## src/rtl/chan_irq_pkg.sv

```systemverilog
package chan_irq_pkg;
  localparam int unsigned DATA_W  = 16;
  localparam int unsigned MAX_IDW = 4;
  // flag kinds
  localparam int unsigned K_SUSP = 0;
  localparam int unsigned K_DONE = 1;
  localparam int unsigned K_ERR  = 2;
  localparam int unsigned N_KIND = 3;
  // word layout
  localparam int unsigned B_PEND = 15;
  localparam int unsigned B_BUSY = 14;
  localparam int unsigned B_FERR = 13;
  localparam int unsigned B_SUSP = 12;
  localparam int unsigned B_DONE = 11;
  localparam int unsigned B_ERR  = 10;
endpackage

```

## src/rtl/chan_flag_bank.sv

```systemverilog
module chan_flag_bank #(
  parameter int unsigned NUM_CH = 16
) (
  input  logic              clk_i,
  input  logic              rst_ni,
  input  logic [NUM_CH-1:0] set_i,
  input  logic [NUM_CH-1:0] clr_i,
  output logic [NUM_CH-1:0] flag_q_o,
  output logic [NUM_CH-1:0] flag_d_o
);
  for (genvar c = 0; c < NUM_CH; c++) begin : g_ch
    // set dominates clear
    assign flag_d_o[c] = (flag_q_o[c] & ~clr_i[c]) | set_i[c];
    always_ff @(posedge clk_i or negedge rst_ni) begin
      if (!rst_ni) flag_q_o[c] <= 1'b0;
      else         flag_q_o[c] <= flag_d_o[c];
    end
  end
endmodule

```

## src/rtl/lowest_pend_enc.sv

```systemverilog
module lowest_pend_enc #(
  parameter int unsigned NUM_CH = 16,
  parameter int unsigned ID_W   = 4
) (
  input  logic [NUM_CH-1:0] vec_i,
  output logic [ID_W-1:0]   idx_o,
  output logic              any_o
);
  always_comb begin
    any_o = |vec_i;
    idx_o = '0;
    for (int i = NUM_CH - 1; i >= 0; i--) begin
      if (vec_i[i]) idx_o = ID_W'(i);
    end
  end
endmodule

```

## src/rtl/status_rd_mux.sv

```systemverilog
module status_rd_mux
  import chan_irq_pkg::*;
#(
  parameter int unsigned NUM_CH = 16,
  parameter int unsigned ID_W   = 4
) (
  input  logic                          rd_en_i,
  input  logic [ID_W-1:0]               sel_i,
  input  logic                          any_i,
  input  logic [NUM_CH-1:0]             pend_i,
  input  logic [NUM_CH-1:0]             busy_i,
  input  logic [NUM_CH-1:0]             ferr_i,
  input  logic [N_KIND-1:0][NUM_CH-1:0] flag_i,
  output logic [DATA_W-1:0]             rd_data_o
);
  logic [DATA_W-1:0] word;

  always_comb begin
    word         = '0;
    word[B_PEND] = pend_i[sel_i];
    word[B_BUSY] = busy_i[sel_i];
    word[B_FERR] = ferr_i[sel_i];
    word[B_SUSP] = flag_i[K_SUSP][sel_i];
    word[B_DONE] = flag_i[K_DONE][sel_i];
    word[B_ERR]  = flag_i[K_ERR][sel_i];
    // selector reads zero when nothing is flagged
    word[ID_W-1:0] = any_i ? sel_i : '0;
    rd_data_o = rd_en_i ? word : '0;
  end
endmodule

```

## src/rtl/chan_irq_status.sv

```systemverilog
module chan_irq_status
  import chan_irq_pkg::*;
#(
  parameter int unsigned NUM_CH = 16,
  localparam int unsigned ID_W  = (NUM_CH > 1) ? $clog2(NUM_CH) : 1
) (
  input  logic              clk_i,
  input  logic              rst_ni,
  input  logic [NUM_CH-1:0] susp_set_i,
  input  logic [NUM_CH-1:0] done_set_i,
  input  logic [NUM_CH-1:0] err_set_i,
  input  logic [NUM_CH-1:0] pend_i,
  input  logic [NUM_CH-1:0] busy_i,
  input  logic [NUM_CH-1:0] ferr_i,
  input  logic              wr_en_i,
  input  logic [15:0]       wr_data_i,
  input  logic              rd_en_i,
  output logic [15:0]       rd_data_o,
  output logic              irq_o
);
  logic [N_KIND-1:0][NUM_CH-1:0] set_v, clr_v, flag_q, flag_d;
  logic [N_KIND-1:0]             clr_bit;
  logic [NUM_CH-1:0]             tgt_oh, below_m, arr_v, pend_q, pend_d;
  logic [ID_W-1:0]               sel_q, sel_d, tgt, low_d, low_q_unused;
  logic                          any_q, any_d, clr_hit, refresh, irq_q;

  assign set_v[K_SUSP] = susp_set_i;
  assign set_v[K_DONE] = done_set_i;
  assign set_v[K_ERR]  = err_set_i;

  assign clr_bit[K_SUSP] = wr_data_i[B_SUSP];
  assign clr_bit[K_DONE] = wr_data_i[B_DONE];
  assign clr_bit[K_ERR]  = wr_data_i[B_ERR];

  assign tgt     = wr_data_i[ID_W-1:0];
  assign tgt_oh  = {{(NUM_CH-1){1'b0}}, 1'b1} << tgt;
  assign clr_hit = wr_en_i & (|clr_bit);

  for (genvar k = 0; k < N_KIND; k++) begin : g_kind
    assign clr_v[k] = (wr_en_i & clr_bit[k]) ? tgt_oh : '0;
    chan_flag_bank #(.NUM_CH(NUM_CH)) u_bank (
      .clk_i    (clk_i),
      .rst_ni   (rst_ni),
      .set_i    (set_v[k]),
      .clr_i    (clr_v[k]),
      .flag_q_o (flag_q[k]),
      .flag_d_o (flag_d[k])
    );
  end

  assign pend_q = flag_q[K_SUSP] | flag_q[K_DONE] | flag_q[K_ERR];
  assign pend_d = flag_d[K_SUSP] | flag_d[K_DONE] | flag_d[K_ERR];
  assign arr_v  = susp_set_i | done_set_i | err_set_i;

  for (genvar c = 0; c < NUM_CH; c++) begin : g_below
    assign below_m[c] = (ID_W'(c) < sel_q);
  end

  lowest_pend_enc #(.NUM_CH(NUM_CH), .ID_W(ID_W)) u_enc_d (
    .vec_i (pend_d),
    .idx_o (low_d),
    .any_o (any_d)
  );

  lowest_pend_enc #(.NUM_CH(NUM_CH), .ID_W(ID_W)) u_enc_q (
    .vec_i (pend_q),
    .idx_o (low_q_unused),
    .any_o (any_q)
  );

  assign refresh = clr_hit | (|(arr_v & below_m)) | (~any_q & (|arr_v));

  always_comb begin
    sel_d = sel_q;
    if (refresh)      sel_d = low_d;
    else if (wr_en_i) sel_d = tgt;
  end

  always_ff @(posedge clk_i or negedge rst_ni) begin
    if (!rst_ni) begin
      sel_q <= '0;
      irq_q <= 1'b0;
    end else begin
      sel_q <= sel_d;
      irq_q <= any_d;
    end
  end

  assign irq_o = irq_q;

  status_rd_mux #(.NUM_CH(NUM_CH), .ID_W(ID_W)) u_rd (
    .rd_en_i   (rd_en_i),
    .sel_i     (sel_q),
    .any_i     (any_q),
    .pend_i    (pend_i),
    .busy_i    (busy_i),
    .ferr_i    (ferr_i),
    .flag_i    (flag_q),
    .rd_data_o (rd_data_o)
  );
endmodule

```

## config.mk

```make
export PLATFORM = sky130hd
export DESIGN_NAME = chan_irq_status
export DESIGN_NICKNAME = d
export VERILOG_FILES = /design/src/rtl/chan_irq_pkg.sv /design/src/rtl/chan_flag_bank.sv /design/src/rtl/lowest_pend_enc.sv /design/src/rtl/status_rd_mux.sv /design/src/rtl/chan_irq_status.sv
export SDC_FILE = /design/constraint.sdc
export NUM_CORES = 1
export LEC_CHECK = 0
export CAP_MARGIN = 20
export CORE_ASPECT_RATIO = 1.75
export CORE_UTILIZATION = 25
export CTS_BUF_LIST = sky130_fd_sc_hd__clkbuf_4
export DETAILED_ROUTE_END_ITERATION = 10
export SLEW_MARGIN = 5
export SYNTH_ARGS = -nofsm -noshare
export SYNTH_HDL_FRONTEND = slang
export SYNTH_HIERARCHICAL = 1
export SYNTH_SLANG_ARGS = --single-unit
```

## constraint.sdc

```tcl
create_clock -name clk_i -period 2.4 [get_ports clk_i]
set_input_delay 0.48 -clock clk_i [delete_from_list [all_inputs] [get_ports clk_i]]
set_output_delay 0.48 -clock clk_i [all_outputs]
set_load 0.05 [all_outputs]
```

After elaboration in Yosys (flattened, before gate mapping)
Cells that the tools add are included.
{ "classes": {"order_cmp": 17, "shift": 1, "muxes": 35, "n_bitwise": 159, "reduce_logical": 6} }
{ "ops": {"columns": ["op", "n"], "rows": [
  ["$or A16 B16 Y16", 6],
  ["$mux W4", 19],
  ["$mux W16", 4],
  ["$reduce_or A16 Y1", 4],
  ["$and A1 B1 Y1", 53],
  ["$or A1 B1 Y1", 50],
  ["$not A1 Y1", 49],
  ["$lt A4 B4 Y1 const A", 8],
  ["$bmux W1 S4", 6],
  ["$and A16 B16 Y16", 1],
  ["$lt A3 B4 Y1 const A", 4],
  ["$shl A1 B4 Y16 const A", 1],
  ["$lt A1 B4 Y1 const A", 2],
  ["$lt A2 B4 Y1 const A", 2],
  ["$mux W1", 6],
  ["$lt A4 B5 Y1 const B", 1],
  ["$reduce_or A3 Y1", 1],
  ["$reduce_bool A2 Y1", 1]
]} }
{ "word_totals": {"regBits": 53, "input_bits": 116, "out_inout_bits": 17, "elab_cells": 268} }

Logic depth before layout (Yosys ltp)
Gate-level depths: netlist (run 1).
{ "depth": {"word_depth": 24, "ltp_mapped": 12, "ltp_nobuf": 11} }

Cells and area by module
Netlist (run 1), hierarchy kept.
{ "by_module_without_submodules": {"columns": ["module", "n_inst", "cells_each", "area_per_inst_um2", "seq_area_each_um2"], "rows": [
  ["chan_flag_bank", 3, 48, 580.6, 400.4],
  ["chan_irq_status", 1, 174, 1064.8, 125.1],
  ["status_rd_mux", 1, 97, 924.6, 0.0],
  ["lowest_pend_enc", 2, 34, 176.4, 0.0]
]} }

Worst setup path after synthesis (run 1)
Ideal clock, no wire load.
{ "synth_path": {"path_type": "input to register", "start": "input wr_en_i", "end": "register sel_q[2]", "setup_ps": 125, "arrival_time_ps": 2683, "required_time_ps": 2275, "path_slack_ps": -407, "cell_stages": 11, "n_path_buf": 2, "path_cell_list": "clkbuf_1 > nand2_1 > clkbuf_1 > nor2_1 > inv_1 > a21o_1 > or3_1 > nor4_1 > o21ai_0 > and3_1 > mux2_2"} }
{ "synth_lines": {"columns": ["item", "line", "rtl"], "rows": [
  ["start, declared", "chan_irq_status.sv:15", "input logic wr_en_i,"],
  ["end signal, assigned", "chan_irq_status.sv:84", "sel_q <= sel_d;"],
  ["end, declared", "chan_irq_status.sv:24", "logic [ID_W-1:0] sel_q, sel_d, tgt, low_d, low_q_unused;"]
]} }

Worst setup path in the final report (run 1)
{ "layout_path": {"start": "register g_kind[1].u_bank.flag_q_o[4]", "end": "output rd_data_o[1]"} }
{ "layout_between": {"elab_chain_cells": 5} }
{ "layout_lines": {"columns": ["item", "line", "rtl"], "rows": [
  ["start, declared", "chan_flag_bank.sv:8", "output logic [NUM_CH-1:0] flag_q_o,"],
  ["start signal, assigned by index", "chan_flag_bank.sv:16", "else flag_q_o[c] <= flag_d_o[c];"],
  ["$or A16 B16 Y16 (2 in series)", "chan_irq_status.sv:51", "assign pend_q = flag_q[K_SUSP] | flag_q[K_DONE] | flag_q[K_ERR];"],
  ["named net pend_q[4]", "chan_irq_status.sv:23", "logic [NUM_CH-1:0] tgt_oh, below_m, arr_v, pend_q, pend_d;"],
  ["$reduce_or A16 Y1", "lowest_pend_enc.sv:10", "any_o = |vec_i;"],
  ["named net any_q", "chan_irq_status.sv:25", "logic any_q, any_d, clr_hit, refresh, irq_q;"],
  ["$mux W4", "status_rd_mux.sv:27", "word[ID_W-1:0] = any_i ? sel_i : '0;"],
  ["$mux W16", "status_rd_mux.sv:28", "rd_data_o = rd_en_i ? word : '0;"],
  ["end, declared", "chan_irq_status.sv:18", "output logic [15:0] rd_data_o,"]
]} }
The timed path passes the listed nets, and every way through them passes these cells.

==> flow_summary.ini, run 1 <==
[floorplanning]
row_count = 60
core_area_um2 = 15500
die_area_um2 = 16400
num_io_pins = 133
start_util = 0.256
die-height_um = 169
die_w_um = 97.2

[drt]
vias_per_cell = 5.10
met3_wirelength_um = 801
wl_per_cell_um = 19.1
drt-total-wl_um = 17100
vias = 4561
drt-pass1-iter-count = 5
dr_wl_met2_um = 9430
drc = 0
wl_met1_um = 5600
first_iter_violations = 226
final_antenna_net_count = 0
top_layer_used = met4

[cells_and_area]
drive_gt1_frac = 0.357
design_area_um2 = 6760
stdcell_count = 895
fin_nets = 823
final_util = 0.437
num-fill-cells = 1542
areaGrowthSynthToFinish_pct = 70.5

[global_route]
grt_pass1_vias = 4802
overflow = 0
track_usage = 0.207
antenna_found_initial = 1
grt_max_degree = 26
grt_pass1_wl_um = 25800

[clock_tree]
numCtsBuffers = 5
insertion_delay_ps = 410
cts_root_buf = clkbuf_4
clk_pin_slew_worst_paths_ps = 180
cts.htree.levels = 2
clock_sinks = 53
cts_tree = built
clk_path_buf_depth = 2

[worst_setup_path]
ff2ff_path_depth = 8
crit_path_start = g_kind[1].u_bank/flag_q_o[4]$_DFF_PN0_
required_ps = 1920
worstSetupEndpointType = output port
crit_path_max_fanout = 5
rr_startpoint = g_kind[1].u_bank/flag_q_o[4]$_DFF_PN0_
slowest_stage = dfrtp_1
path_cells = or3_4 > nor4_4 > nand3_2 > or3_4 > and3_4 > buf_8
cp.arrival_ps = 2390
rr_endpoint = sel_q[1]$_DFFE_PN0P_
r2r_slack_ps = -130
crit_path_frequent_cell = or3_4
endpoint = rd_data_o[1]
path_class = reg2out
critPathLaunchType = register
cp_slowest_stage_delay_ps = 420

[job]
cap_violations = 0

[sta]
clock_skew_ps = 23.1
finalCritPeriodShare = 1.19
fin_ws_ps = -467
fmax_mhz = 349
setup_tns_ps = -3030
slew_viol_final = 0
finalHoldViolCount = 0
period_needed_ps = 2870
setup_viol = 14
rsz0062_at_grt = true

[min_path]
min_path_type = in2async

[outcome]
status = finished, violations left
violations = negative setup slack

[synthesis]
synthCells = 460
syn-cell-area_um2 = 3960
synth_warnings = 6
synth.avg_cell_area_um2 = 8.62

[place]
gp_congestion = 0.901
hpwl_um = 13500
dp.cells = 872
io_buffers = 117
dpl-instance-area_um2 = 6180

[pwr]
peakVddDrop_mv = 0.364
power_leakage_nw = 2.43
power_mw = 2.67
power_density_nw_per_um2 = 395
## critical path: cells and delay by family, from the launching register on
kind                   cells  cell delay [ps]
buffers and inverters      1              140
DFF                        1              420
and+or+nand+nor            5             1420
## flip-flops by register name (all words and copies together) (netlist names)
signal                  cells
g_kind.u_bank/flag_q_o     48
sel_q                       4
irq_o                       1
## placed cells by master (no fill, tap or decap), drive strengths merged, types with 5 or more instances in the layout
cell             n
nand3           15
o21ai            5
clkdlybuf4s50   98
nor3            16
and3             7
mux2i           25
nor2            67
a21o            48
conb             6
nand2           35
mux4            12
nor2b           12
a211oi           6
mux2             6
inv             53
a21oi            6
dfrtp           53
o31ai            5
or3             37
buf            147
clkbuf           7
a22oi            7
o22ai            6
## where the power goes
group          internal [mW]  total, mW  switching [mW]
registers              0.915      0.948          0.0328
logic                  0.543       1.08           0.539
clock network          0.323      0.641           0.318
total                   1.78       2.67           0.890
## what timing repair did
item,4_1_cts,5_1_grt
hold endpoints to repair,12,0
gates resized for setup,81,45
endpoints found under the setup margin,15,15
buffers inserted,8,2
pin swaps,21,14
hold buffers,1,0
gates cloned,4,0
## worst min-delay path by stage
stage                     startpoint                                     end  slack [ps]  cells after the start
after detailed placement      rst_ni  g_kind[1].u_bank/flag_q_o[0]$_DFF_PN0_         390                      1
after CTS                     rst_ni  g_kind[1].u_bank/flag_q_o[0]$_DFF_PN0_         480                      2
after floorplan               rst_ni  g_kind[0].u_bank/flag_q_o[0]$_DFF_PN0_         180                      0
after global routing          rst_ni  g_kind[1].u_bank/flag_q_o[0]$_DFF_PN0_         490                      2
after global placement        rst_ni  g_kind[0].u_bank/flag_q_o[0]$_DFF_PN0_         390                      1
final                         rst_ni  g_kind[1].u_bank/flag_q_o[0]$_DFF_PN0_         470                      2
## through the flow
step | hold slack [ps] | worst slack (ps)
after floorplan | 184 | -153
after global placement | 388 | -942
after detailed placement | 392 | -1000
after CTS | 479 | -440
after global routing | 491 | -506
final | 466 | -467
## area by class of cell
type / count / area, um2 / area share
multi-input combinational: 343 / 2690 / 0.398
timing repair buffer: 251 / 2200 / 0.326
sequential: 53 / 1330 / 0.197
tap: 186 / 233 / 0.0344
inverter: 53 / 199 / 0.0294
clock inverter: 3 / 65.1 / 0.00963
clock buffer: 5 / 37.5 / 0.00555
antenna: 1 / 2.50 / 0.000370
## layer usage
layer	GRT usage	vias to the layer above
li1	-	2114
met1	0.195	2183
met2	0.404	202
met3	0.0244	62
met4	0.151	0
met5	0	-
Power figures use the tool's default switching activity.
==> inputs of run 2 (changes only) <==
Settings changed: HOLD_SLACK_MARGIN set to 0.06.
==> results of run 2 <==
Same layout as run 1: the final DEF is identical, and so are final timing and power.
